### config.mk
export PLATFORM = sky130hd
export DESIGN_NAME = alc_gain_ctrl
export DESIGN_NICKNAME = d
export VERILOG_FILES = /design/src/rtl/alc_pkg.sv /design/src/rtl/alc_level_detect.sv /design/src/rtl/alc_interval_sel.sv /design/src/rtl/alc_phase_fsm.sv /design/src/rtl/alc_gain_reg.sv /design/src/rtl/alc_gain_ctrl.sv
export SDC_FILE = /design/constraint.sdc
export NUM_CORES = 1
export LEC_CHECK = 0
export ABC_AREA = 0
export BUFFER_PORTS_ARGS = -buffer_cell sky130_fd_sc_hd__buf_2
export CAP_MARGIN = 0
export CORE_MARGIN = 2
export CORE_UTILIZATION = 45
export CTS_BUF_LIST = sky130_fd_sc_hd__clkbuf_16
export CTS_CLUSTER_DIAMETER = 30
export DETAILED_ROUTE_END_ITERATION = 10
export GPL_ROUTABILITY_DRIVEN = 0
export GPL_TIMING_DRIVEN = 1
export PLACE_DENSITY = 0.66
export RECOVER_POWER = 50
export SLEW_MARGIN = 20
export SYNTH_ARGS = -nofsm -noshare
export SYNTH_HDL_FRONTEND = slang
export SYNTH_SLANG_ARGS = --single-unit
### constraint.sdc
create_clock -name clk -period 15.4 [get_ports clk]
set_input_delay 1.54 -clock clk [delete_from_list [all_inputs] [get_ports clk]]
set_output_delay 1.54 -clock clk [all_outputs]
set_load 0.005 [all_outputs]
### src/rtl/alc_pkg.sv
package alc_pkg;

    typedef enum logic [1:0] {
        PH_HOLD   = 2'd0,
        PH_ATTACK = 2'd1,
        PH_DECAY  = 2'd2
    } alc_phase_e;

    // Per-sample action requested by the phase machine
    typedef struct packed {
        logic step_dn;
        logic step_up;
        logic clr_peak;
    } alc_step_t;

    // Interval lengths handed from the selector to the phase machine
    typedef struct packed {
        logic [31:0] atk;
        logic [31:0] dcy;
        logic [31:0] hold;
    } alc_span_t;

    // Level 1.5 dB below target: t * (1 - 1/8 - 1/32) = 0.84375 t
    function automatic logic [31:0] low_thresh(input logic [31:0] t);
        return t - (t >> 3) - (t >> 5);
    endfunction

    // Interval in samples: unit << rate, optionally shortened, never below one
    function automatic logic [31:0] span_len(input logic [31:0] unit,
                                             input logic [4:0]  rate,
                                             input logic        fast,
                                             input logic [4:0]  shift);
        logic [31:0] v;
        v = unit << rate;
        if (fast)
            v = v >> shift;
        if (v == 32'd0)
            v = 32'd1;
        return v;
    endfunction

    // Two's complement magnitude, one bit wider than needed for the sign-free range
    function automatic logic [31:0] mag32(input logic [31:0] s, input logic neg);
        return neg ? (~s + 32'd1) : s;
    endfunction

endpackage

### src/rtl/alc_level_detect.sv
module alc_level_detect
    import alc_pkg::*;
#(
    parameter int SAMPLE_W = 16
) (
    input  logic                clk,
    input  logic                rst,
    input  logic                en,
    input  logic                smp_vld,
    input  logic [SAMPLE_W-1:0] smp_data,
    input  logic [SAMPLE_W-2:0] target_lvl,
    input  logic                clr_peak,
    output logic                loud,
    output logic                quiet
);
    logic [SAMPLE_W-1:0] mag;
    logic [SAMPLE_W-1:0] peak_q;
    logic [SAMPLE_W-1:0] peak_nxt;
    logic [SAMPLE_W-1:0] tgt_w;
    logic [SAMPLE_W-1:0] low_w;
    logic [31:0]         mag_full;
    logic [31:0]         low_full;

    always_comb begin
        mag_full = mag32({{(32-SAMPLE_W){smp_data[SAMPLE_W-1]}}, smp_data},
                         smp_data[SAMPLE_W-1]);
        mag      = mag_full[SAMPLE_W-1:0];
        tgt_w    = {1'b0, target_lvl};
        low_full = low_thresh({{(33-SAMPLE_W){1'b0}}, target_lvl});
        low_w    = low_full[SAMPLE_W-1:0];
        peak_nxt = (mag > peak_q) ? mag : peak_q;
        loud     = mag > tgt_w;
        quiet    = peak_nxt <= low_w;
    end

    always_ff @(posedge clk) begin
        if (rst || !en)
            peak_q <= '0;
        else if (smp_vld)
            peak_q <= clr_peak ? '0 : peak_nxt;
    end

endmodule

### src/rtl/alc_interval_sel.sv
module alc_interval_sel
    import alc_pkg::*;
#(
    parameter int RATE_W    = 4,
    parameter int HOLD_W    = 4,
    parameter int ATK_UNIT  = 4,
    parameter int DCY_UNIT  = 8,
    parameter int HOLD_UNIT = 4,
    parameter int LIM_SHIFT = 2
) (
    input  logic              fast,
    input  logic [RATE_W-1:0] atk_rate,
    input  logic [RATE_W-1:0] dcy_rate,
    input  logic [HOLD_W-1:0] hold_rate,
    output alc_span_t         spans
);
    localparam logic [4:0] SHIFT_C = 5'(LIM_SHIFT);
    localparam int         N_LANE  = 2;

    logic [31:0] lane_len [N_LANE];
    logic [31:0] hold_raw;

    // Lane 0 = attack, lane 1 = decay; both share the limiter shortening
    for (genvar g = 0; g < N_LANE; g++) begin : g_lane
        localparam logic [31:0] UNIT_C = (g == 0) ? 32'(ATK_UNIT) : 32'(DCY_UNIT);
        logic [RATE_W-1:0] rate_sel;
        assign rate_sel    = (g == 0) ? atk_rate : dcy_rate;
        assign lane_len[g] = span_len(UNIT_C, 5'(rate_sel), fast, SHIFT_C);
    end

    always_comb begin
        hold_raw    = 32'(hold_rate) * 32'(HOLD_UNIT);
        spans.atk   = lane_len[0];
        spans.dcy   = lane_len[1];
        spans.hold  = (hold_raw == 32'd0) ? 32'd1 : hold_raw;
    end

endmodule

### src/rtl/alc_phase_fsm.sv
module alc_phase_fsm
    import alc_pkg::*;
#(
    parameter int CNT_W = 20
) (
    input  logic       clk,
    input  logic       rst,
    input  logic       en,
    input  logic       smp_vld,
    input  logic       loud,
    input  logic       quiet,
    input  alc_span_t  spans,
    output alc_step_t  act,
    output alc_phase_e phase
);
    alc_phase_e       ph_q, ph_d;
    logic [CNT_W-1:0] cnt_q, cnt_d;
    logic [CNT_W-1:0] cnt_inc;
    logic [CNT_W-1:0] atk_len, dcy_len, hold_len;
    logic             atk_done, dcy_done, hold_done;

    always_comb begin
        atk_len   = spans.atk[CNT_W-1:0];
        dcy_len   = spans.dcy[CNT_W-1:0];
        hold_len  = spans.hold[CNT_W-1:0];
        // A loud sample arriving outside attack restarts the count at one
        cnt_inc   = ((loud && ph_q != PH_ATTACK) ? '0 : cnt_q) + 1'b1;
        atk_done  = cnt_inc >= atk_len;
        dcy_done  = cnt_inc >= dcy_len;
        hold_done = cnt_inc >= hold_len;
    end

    always_comb begin
        ph_d  = ph_q;
        cnt_d = cnt_q;
        act   = '0;
        if (smp_vld) begin
            if (loud) begin
                ph_d = PH_ATTACK;
                if (atk_done) begin
                    act.step_dn  = 1'b1;
                    act.clr_peak = 1'b1;
                    cnt_d        = '0;
                end else begin
                    cnt_d = cnt_inc;
                end
            end else begin
                unique case (ph_q)
                    PH_ATTACK: begin
                        if (atk_done) begin
                            act.clr_peak = 1'b1;
                            cnt_d        = '0;
                            if (quiet)
                                ph_d = PH_HOLD;
                            else
                                act.step_dn = 1'b1;
                        end else begin
                            cnt_d = cnt_inc;
                        end
                    end
                    PH_HOLD: begin
                        if (hold_done) begin
                            ph_d         = PH_DECAY;
                            act.clr_peak = 1'b1;
                            cnt_d        = '0;
                        end else begin
                            cnt_d = cnt_inc;
                        end
                    end
                    PH_DECAY: begin
                        if (dcy_done) begin
                            act.clr_peak = 1'b1;
                            act.step_up  = quiet;
                            cnt_d        = '0;
                        end else begin
                            cnt_d = cnt_inc;
                        end
                    end
                    default: begin
                        ph_d  = PH_HOLD;
                        cnt_d = '0;
                    end
                endcase
            end
        end
    end

    always_ff @(posedge clk) begin
        if (rst || !en) begin
            ph_q  <= PH_HOLD;
            cnt_q <= '0;
        end else begin
            ph_q  <= ph_d;
            cnt_q <= cnt_d;
        end
    end

    assign phase = ph_q;

endmodule

### src/rtl/alc_gain_reg.sv
module alc_gain_reg #(
    parameter int GAIN_W    = 6,
    parameter int INIT_GAIN = 16
) (
    input  logic              clk,
    input  logic              rst,
    input  logic              en,
    input  logic              lim_mode,
    input  logic [GAIN_W-1:0] max_gain,
    input  logic [GAIN_W-1:0] min_gain,
    input  logic              step_dn,
    input  logic              step_up,
    output logic [GAIN_W-1:0] gain_code,
    output logic              lim_on
);
    localparam logic [GAIN_W-1:0] GAIN_TOP = '1;

    logic [GAIN_W-1:0] gain_q, gain_d;
    logic [GAIN_W-1:0] ceil_q, ceil_eff;
    logic              lim_act, lim_q, lim_rise;

    always_comb begin
        lim_act  = en && lim_mode;
        lim_rise = lim_act && !lim_q;
        if (lim_act)
            ceil_eff = lim_rise ? gain_q : ceil_q;
        else
            ceil_eff = max_gain;

        gain_d = gain_q;
        if (step_dn && gain_q != '0)
            gain_d = gain_q - 1'b1;
        else if (step_up && gain_q != GAIN_TOP)
            gain_d = gain_q + 1'b1;
        if (gain_d > ceil_eff)
            gain_d = ceil_eff;
        if (gain_d < min_gain)
            gain_d = min_gain;
    end

    always_ff @(posedge clk) begin
        if (rst) begin
            gain_q <= GAIN_W'(INIT_GAIN);
            ceil_q <= GAIN_W'(INIT_GAIN);
            lim_q  <= 1'b0;
        end else begin
            lim_q <= lim_act;
            if (lim_rise)
                ceil_q <= gain_q;
            if (en)
                gain_q <= gain_d;
        end
    end

    assign gain_code = gain_q;
    assign lim_on    = lim_q;

endmodule

### src/rtl/alc_gain_ctrl.sv
module alc_gain_ctrl
    import alc_pkg::*;
#(
    parameter int SAMPLE_W  = 16,
    parameter int GAIN_W    = 6,
    parameter int RATE_W    = 4,
    parameter int HOLD_W    = 4,
    parameter int ATK_UNIT  = 4,
    parameter int DCY_UNIT  = 8,
    parameter int HOLD_UNIT = 4,
    parameter int LIM_SHIFT = 2,
    parameter int INIT_GAIN = 16
) (
    input  logic                clk,
    input  logic                rst,
    input  logic                en,
    input  logic                lim_mode,
    input  logic                smp_vld,
    input  logic [SAMPLE_W-1:0] smp_data,
    input  logic [SAMPLE_W-2:0] target_lvl,
    input  logic [GAIN_W-1:0]   max_gain,
    input  logic [GAIN_W-1:0]   min_gain,
    input  logic [RATE_W-1:0]   atk_rate,
    input  logic [RATE_W-1:0]   dcy_rate,
    input  logic [HOLD_W-1:0]   hold_rate,
    output logic [GAIN_W-1:0]   gain_code
);
    localparam int UNIT_MAX = (ATK_UNIT > DCY_UNIT) ? ATK_UNIT : DCY_UNIT;
    localparam int HOLD_MAX = ((1 << HOLD_W) - 1) * HOLD_UNIT;
    localparam int SPAN_W   = $clog2(UNIT_MAX + 1) + (1 << RATE_W) - 1;
    localparam int HLD_BITS = $clog2(HOLD_MAX + 2);
    localparam int CNT_W    = ((SPAN_W > HLD_BITS) ? SPAN_W : HLD_BITS) + 1;

    logic       loud, quiet, lim_on;
    alc_step_t  act;
    alc_span_t  spans;
    alc_phase_e phase;

    alc_level_detect #(.SAMPLE_W(SAMPLE_W)) u_level (
        .clk        (clk),
        .rst        (rst),
        .en         (en),
        .smp_vld    (smp_vld),
        .smp_data   (smp_data),
        .target_lvl (target_lvl),
        .clr_peak   (act.clr_peak),
        .loud       (loud),
        .quiet      (quiet)
    );

    alc_interval_sel #(
        .RATE_W    (RATE_W),
        .HOLD_W    (HOLD_W),
        .ATK_UNIT  (ATK_UNIT),
        .DCY_UNIT  (DCY_UNIT),
        .HOLD_UNIT (HOLD_UNIT),
        .LIM_SHIFT (LIM_SHIFT)
    ) u_span (
        .fast      (en && lim_mode),
        .atk_rate  (atk_rate),
        .dcy_rate  (dcy_rate),
        .hold_rate (hold_rate),
        .spans     (spans)
    );

    alc_phase_fsm #(.CNT_W(CNT_W)) u_fsm (
        .clk     (clk),
        .rst     (rst),
        .en      (en),
        .smp_vld (smp_vld),
        .loud    (loud),
        .quiet   (quiet),
        .spans   (spans),
        .act     (act),
        .phase   (phase)
    );

    alc_gain_reg #(
        .GAIN_W    (GAIN_W),
        .INIT_GAIN (INIT_GAIN)
    ) u_gain (
        .clk       (clk),
        .rst       (rst),
        .en        (en),
        .lim_mode  (lim_mode),
        .max_gain  (max_gain),
        .min_gain  (min_gain),
        .step_dn   (act.step_dn),
        .step_up   (act.step_up),
        .gain_code (gain_code),
        .lim_on    (lim_on)
    );

endmodule

### Yosys cells after proc, flatten, opt, wreduce, memory -nomap -nowiden

Cells that the tools add are included.

| storage, ports and cells | value |
|---|---|
| bits in registers | 51 |
| input port bits | 60 |
| output and inout bits | 6 |
| logic and storage cells | 82 |

| cells by class | value |
|---|---|
| add/subtract/negate cells | 6 |
| $lt $le $gt $ge | 8 |
| eq/ne operators | 8 |
| shift operators | 2 |
| muxes and demuxes | 37 |
| bitwise gates (word level) | 1 |
| reduce and logical (&&, ||, !) cells | 14 |

Operator list:

| cell | count |
|---|---|
| 2-to-1 mux 20 bit | 7 |
| zero test 32 bit | 2 |
| 2-to-1 mux 32 bit | 2 |
| case mux 20 bit (3 select lines) | 1 |
| 2-to-1 mux 16 bit | 3 |
| 2-to-1 mux 6 bit | 7 |
| >= comparator 20 bit | 2 |
| << shifter 3 x 4 -> 32 bit (first input constant) | 1 |
| << shifter 4 x 4 -> 32 bit (first input constant) | 1 |
| adder 20 x 1 -> 20 bit (second input constant) | 1 |
| >= comparator 20 x 6 -> 1 bit | 1 |
| adder 16 x 1 -> 16 bit (second input constant) | 1 |
| > comparator 16 x 15 -> 1 bit | 1 |
| > comparator 16 bit | 1 |
| less-or-equal comparator 16 bit | 1 |
| inverter 16 bit | 1 |
| subtractor 15 x 12 -> 16 bit | 1 |
| subtractor 16 x 10 -> 16 bit | 1 |
| 2-to-1 mux 2 bit | 5 |
| 2-to-1 mux 1 bit | 9 |
| inequality test 3 x 1 -> 1 bit (second input constant) | 3 |
| zero test 7 bit | 1 |
| adder 6 x 1 -> 6 bit (second input constant) | 1 |
| > comparator 6 bit | 1 |
| other kinds (15) | 21 |

### Logic depth before layout (Yosys ltp)

| logic depth | value |
|---|---|
| depth in word-level cells | 19 |
| mapped depth | 48 |
| mapped depth without buffers | 46 |

### Modules after synthesis

Synthesis repeated with hierarchy kept, for this count alone.

| unflattened totals | value |
|---|---|
| cell total of the unflattened synthesis | 1017 |
| area, all modules | 8086.5 um2 |

Modules (own cells, without submodules):

| module | times used | cells each | area each (um2) | seq. area each (um2) |
|---|---|---|---|---|
| alc_level_detect | 1 | 362 | 3084.2 | 320.3 |
| alc_phase_fsm | 1 | 353 | 2801.4 | 440.4 |
| alc_gain_reg | 1 | 173 | 1342.5 | 260.2 |
| alc_interval_sel | 1 | 128 | 852.1 | 0.0 |
| alc_gain_ctrl | 1 | 1 | 6.3 | 0.0 |

### Least setup slack after synthesis

Ideal clock, no wire load.

| timing path | value |
|---|---|
| path kind | input port to flip-flop |
| start | input smp_data[1] |
| end | register u_gain.gain_q[5], in the netlist u_gain.gain_code[5] |
| setup time | 0.106 ns |
| arrival | 11.263 ns |
| required time | 15.294 ns |
| setup slack | 4.032 ns |
| stages on the path | 46 |
| path buffers | 2 |
| path through | or3_4 or3_4 or2_2 o41ai_1 xnor2_1 ha_1 a21o_1 a21oi_1 o21ai_0 o31a_1 nor2_2 nor2_2 buf_6 nor2_1 ha_1 buf_2 nand3_1 nor2_1 [... 10 more ...] a211oi_1 or2_2 ha_1 nor2b_1 o21ai_0 a21oi_1 o31ai_1 nand2_1 a41oi_1 mux2i_1 o211ai_1 ha_1 a21o_1 a21o_1 a21oi_1 o21ai_0 a2111o_1 o311ai_0 |

| between the ends | value |
|---|---|
| cells in the longest elaborated chain, start to end | 19 |
| elaborated cells between the ends (all ways) | 29 |
| classes of those cells | 2 x add/sub; 7 x order compare; 16 x mux; 1 x bitwise; 3 x reduce/logical |

RTL lines:

| what | line | source |
|---|---|---|
| from (decl) | alc_gain_ctrl.sv:19 | `input logic [SAMPLE_W-1:0] smp_data,` |
| inverter 16 bit | alc_pkg.sv:44 | `return neg ? (~s + 32'd1) : s;` |
| adder 16 x 1 -> 16 bit | alc_pkg.sv:44 |  |
| 2-to-1 mux 16 bit (*) | alc_pkg.sv:44 |  |
| > comparator 16 x 15 -> 1 bit | alc_level_detect.sv:32 | `loud = mag > tgt_w;` |
| logical AND 1 bit | alc_phase_fsm.sv:27 | `cnt_inc = ((loud && ph_q != PH_ATTACK) ? '0 : cnt_q) + 1'b1;` |
| 2-to-1 mux 20 bit | alc_phase_fsm.sv:27 |  |
| adder 20 x 1 -> 20 bit | alc_phase_fsm.sv:27 |  |
| >= comparator 20 bit | alc_phase_fsm.sv:29 | `dcy_done = cnt_inc >= dcy_len;` |
| [... 3 more ...] | n/a |  |
| 2-to-1 mux 3 bit (*) | alc_phase_fsm.sv:37 | `if (smp_vld) begin` |
| logical AND 1 bit | alc_gain_reg.sv:33 | `else if (step_up && gain_q != GAIN_TOP)` |
| 2-to-1 mux 6 bit | alc_gain_reg.sv:33 |  |
| 2-to-1 mux 6 bit (*) | alc_gain_reg.sv:31 | `if (step_dn && gain_q != '0)` |
| > comparator 6 bit | alc_gain_reg.sv:35 | `if (gain_d > ceil_eff)` |
| 2-to-1 mux 6 bit (*) | alc_gain_reg.sv:35 |  |
| < comparator 6 bit | alc_gain_reg.sv:37 | `if (gain_d < min_gain)` |
| 2-to-1 mux 6 bit (*) | alc_gain_reg.sv:37 |  |
| to (signal assigned) | alc_gain_reg.sv:43 | `gain_q <= GAIN_W'(INIT_GAIN);` |
| to (signal assigned) | alc_gain_reg.sv:51 | `gain_q <= gain_d;` |
| to (decl) | alc_gain_reg.sv:18 | `logic [GAIN_W-1:0] gain_q, gain_d;` |

Mark *: on every way between the ends. The rest lies on a longest branch, timed or not.
A chain may end at the register's enable or synchronous reset.

### Final worst setup path

| timing path | value |
|---|---|
| start | input smp_data[2] |
| end | register u_gain.gain_q[5], in the netlist u_gain.gain_code[5] |

Same word-level chain as after synthesis.

==> reports/metrics.cfg <==
[outcome]
status = finished, violations left
violations = capacitance limit, slew limit

[routing]
drt_iter0_drc = 541
firstDrtPassIters = 5
drc = 0
vias = 6910
via_per_inst = 5.72
antenna_left = 0
drt-wirelength-per-cell_um = 15.7
drt-total-wl_um = 18900

[synthesis]
avgSynthCellArea_um2 = 7.68
synth_warnings = 0
async_flop_share = 0
ys_types = 80
synthCells = 951
synth_nets = 1143
ys_ff_latch = 51
ys_seq_area_frac = 0.140
synth_edf_count = 0
synth_ff_type = dfxtp_1
syn_area_um2 = 7310

[sta]
hold_viol = 0
slew_violations = 17
min_period_ns = 13.33
finClkSkew_ns = 0.00498
max_slew_margin = -0.574
max_freq_mhz = 75.0
tightest_slew_ns = 2.34
finalSetupViolations = 0
timing.hold.ws_ns = 0.505
finalSetupTns_ns = 0
rsz0062_at_grt = false
period_share = 0.865

[power_and_ir_drop]
p_leak_nw = 3.52
ir_worst_vdd_uv = 55.6
powerDensity_nw_per_um2 = 74.6

[die]
io_pins = 66
dieArea_um2 = 17300
die_x_um = 131
initial_core_util = 0.460
num_rows = 46
die_h_um = 131
core-area_um2 = 15900

[final_layout]
fin_nets = 1184
layout-drive-gt1-share = 0.108
stdcell_area_um2 = 7900
layout_commonest_cell = ha_1
fillers = 1609
mostFrequentLayoutCells = ha_1, nand2_1, inv_1, nor2_1, buf_2
syn_to_final_growth_pct = 8.10
diodes = 0

[setup_path]
crit_path_end_kind = flip-flop
crit_cells = 45
critPathMaxStageDelay_ns = 0.98
reg2reg_depth = 34
r2r_end = u_gain.gain_code[5]$_SDFFE_PP0P_
path_buf_inv = 1
crit_slowest_cell = nor2_1
critPathMaxFanout = 20
crit_arrival_ns = 13.51
crit_type = input port to flip-flop
regToRegSetupSlack_ns = 6.08
critPathRequiredTime_ns = 15.58
startpoint_type = input port
critPathTopFamily = simple AND/OR/NAND/NOR gates
reg2reg_from = u_fsm.phase[0]$_SDFFE_PP0P_

[global_route]
track_usage = 0.219
grt_overflow = 0
grt_max_degree = 22
grt_pass1_vias = 6396
grt_pass1_wl_um = 31700
antenna_found_initial = 0

[clock_network]
cts_buffers = 5
clockBufferDepth = 2
clock-sinks = 51
clk_pin_slew_worst_paths_ns = 0.07
clock_latency_ns = 0.30
post_cts_resized = 0
post_cts_buffers = 0
cts_tree = yes
htree_levels = 2
cts_hold_buffers = 0
cts-root-buf = clkbuf_16

[hold_path]
min_to = u_level.peak_q[0]$_SDFFE_PP0P_
hold_class = flip-flop to flip-flop
hp-start = u_level.peak_q[0]$_SDFFE_PP0P_
hold_depth = 2

[placement]
dpl-instance-area_um2 = 7770
dp_hpwl_um = 15500
numPortBuffers = 65

[job]
max_cap_violations = 1

worst min-delay path: stages (launching register included):
cell and delay, ns:
dfxtp_1 0.34, nand2_1 0.06, o21ai_0 0.06
metal layers:
layer,share of wire,GRT usage,vias to the layer above
met5,0,0,-
met3,0.054,0.0297,15
met1,0.49,0.318,3171
met2,0.45,0.353,194
li1,-,-,3530
met4,0.0072,0.0290,0
Yosys cell counts (12+ instances only):
cell type,n,area share
ha_1,122,0.21
nand2_1,98,0.050
inv_1,83,0.043
nor2_1,74,0.038
dfxtp_1,51,0.14
o21ai_0,47,0.032
a21oi_1,45,0.031
xnor2_1,34,0.041
mux2i_1,32,0.044
nand3_1,32,0.022
nand4_1,30,0.026
clkbuf_1,19,0.0098
nor2b_1,17,0.015
and3_1,16,0.014
o31ai_1,14,0.014
xor2_1,14,0.017
nand2b_1,13,0.011
a31oi_1,12,0.010
nor3_1,12,0.0082
sequential cells by signal (all words and copies together), names as in the netlist:
| register | flops |
|---|---|
| u_fsm.phase | 2 |
| u_gain.gain_code | 6 |
| u_level.peak_q | 16 |
| u_gain.ceil_q | 6 |
| u_fsm.cnt_q | 20 |
| u_gain.lim_on | 1 |
where the power goes:
group / leakage [nW] / total (mW) / switching (mW) / internal (mW)
Sequential: 0.413 / 0.153 / 0.0145 / 0.138
Combinational: 3.04 / 0.323 / 0.189 / 0.134
Clock: 0.0674 / 0.114 / 0.0539 / 0.0601
stage by stage:
stage	power, mW	setup slack [ns]	instances	utilization
after floorplan	0.396	4.03	951	-
after global placement	0.470	2.62	1201	0.489
after detailed placement	0.473	2.23	1201	0.489
after CTS	0.589	2.46	1209	0.499
after global routing	0.644	0.986	1209	0.497
final	0.589	2.07	1209	0.497
worst max-delay path by stage:
stage	start	end	slack, ns
global placement	smp_data[1]	u_gain.gain_code[5]$_SDFFE_PP0P_	2.62
global route	smp_data[2]	u_gain.gain_code[5]$_SDFFE_PP0P_	0.99
finish	smp_data[2]	u_gain.gain_code[5]$_SDFFE_PP0P_	2.07
floorplan	smp_data[1]	u_gain.gain_code[5]$_SDFFE_PP0P_	4.03
CTS	smp_data[1]	u_gain.gain_code[5]$_SDFFE_PP0P_	2.46
detailed placement	smp_data[1]	u_gain.gain_code[5]$_SDFFE_PP0P_	2.23
cell families after synthesis:
| family | count (synthesis) | share of synthesized area |
|---|---|---|
| AOI/OAI and AO/OA | 225 | 0.219 |
| xor gates and xnor gates | 49 | 0.0598 |
| adders and majority gates | 132 | 0.236 |
| buffers and inverters | 116 | 0.0632 |
| DFF | 51 | 0.140 |
| muxes | 36 | 0.0500 |
| other | 1 | 0.000513 |
| and+or+nand+nor | 341 | 0.231 |
layout make-up:
class,instances,area (um2),area share
Clock inverter,3,20.0,0.00253
Sequential cell,51,1020,0.129
Multi-Input combinational cell,784,5820,0.736
Inverter,84,320,0.0405
Clock buffer,5,125,0.0158
Tap cell,216,270,0.0342
Timing Repair Buffer,66,328,0.0415
(Power assumes the default switching activity.)
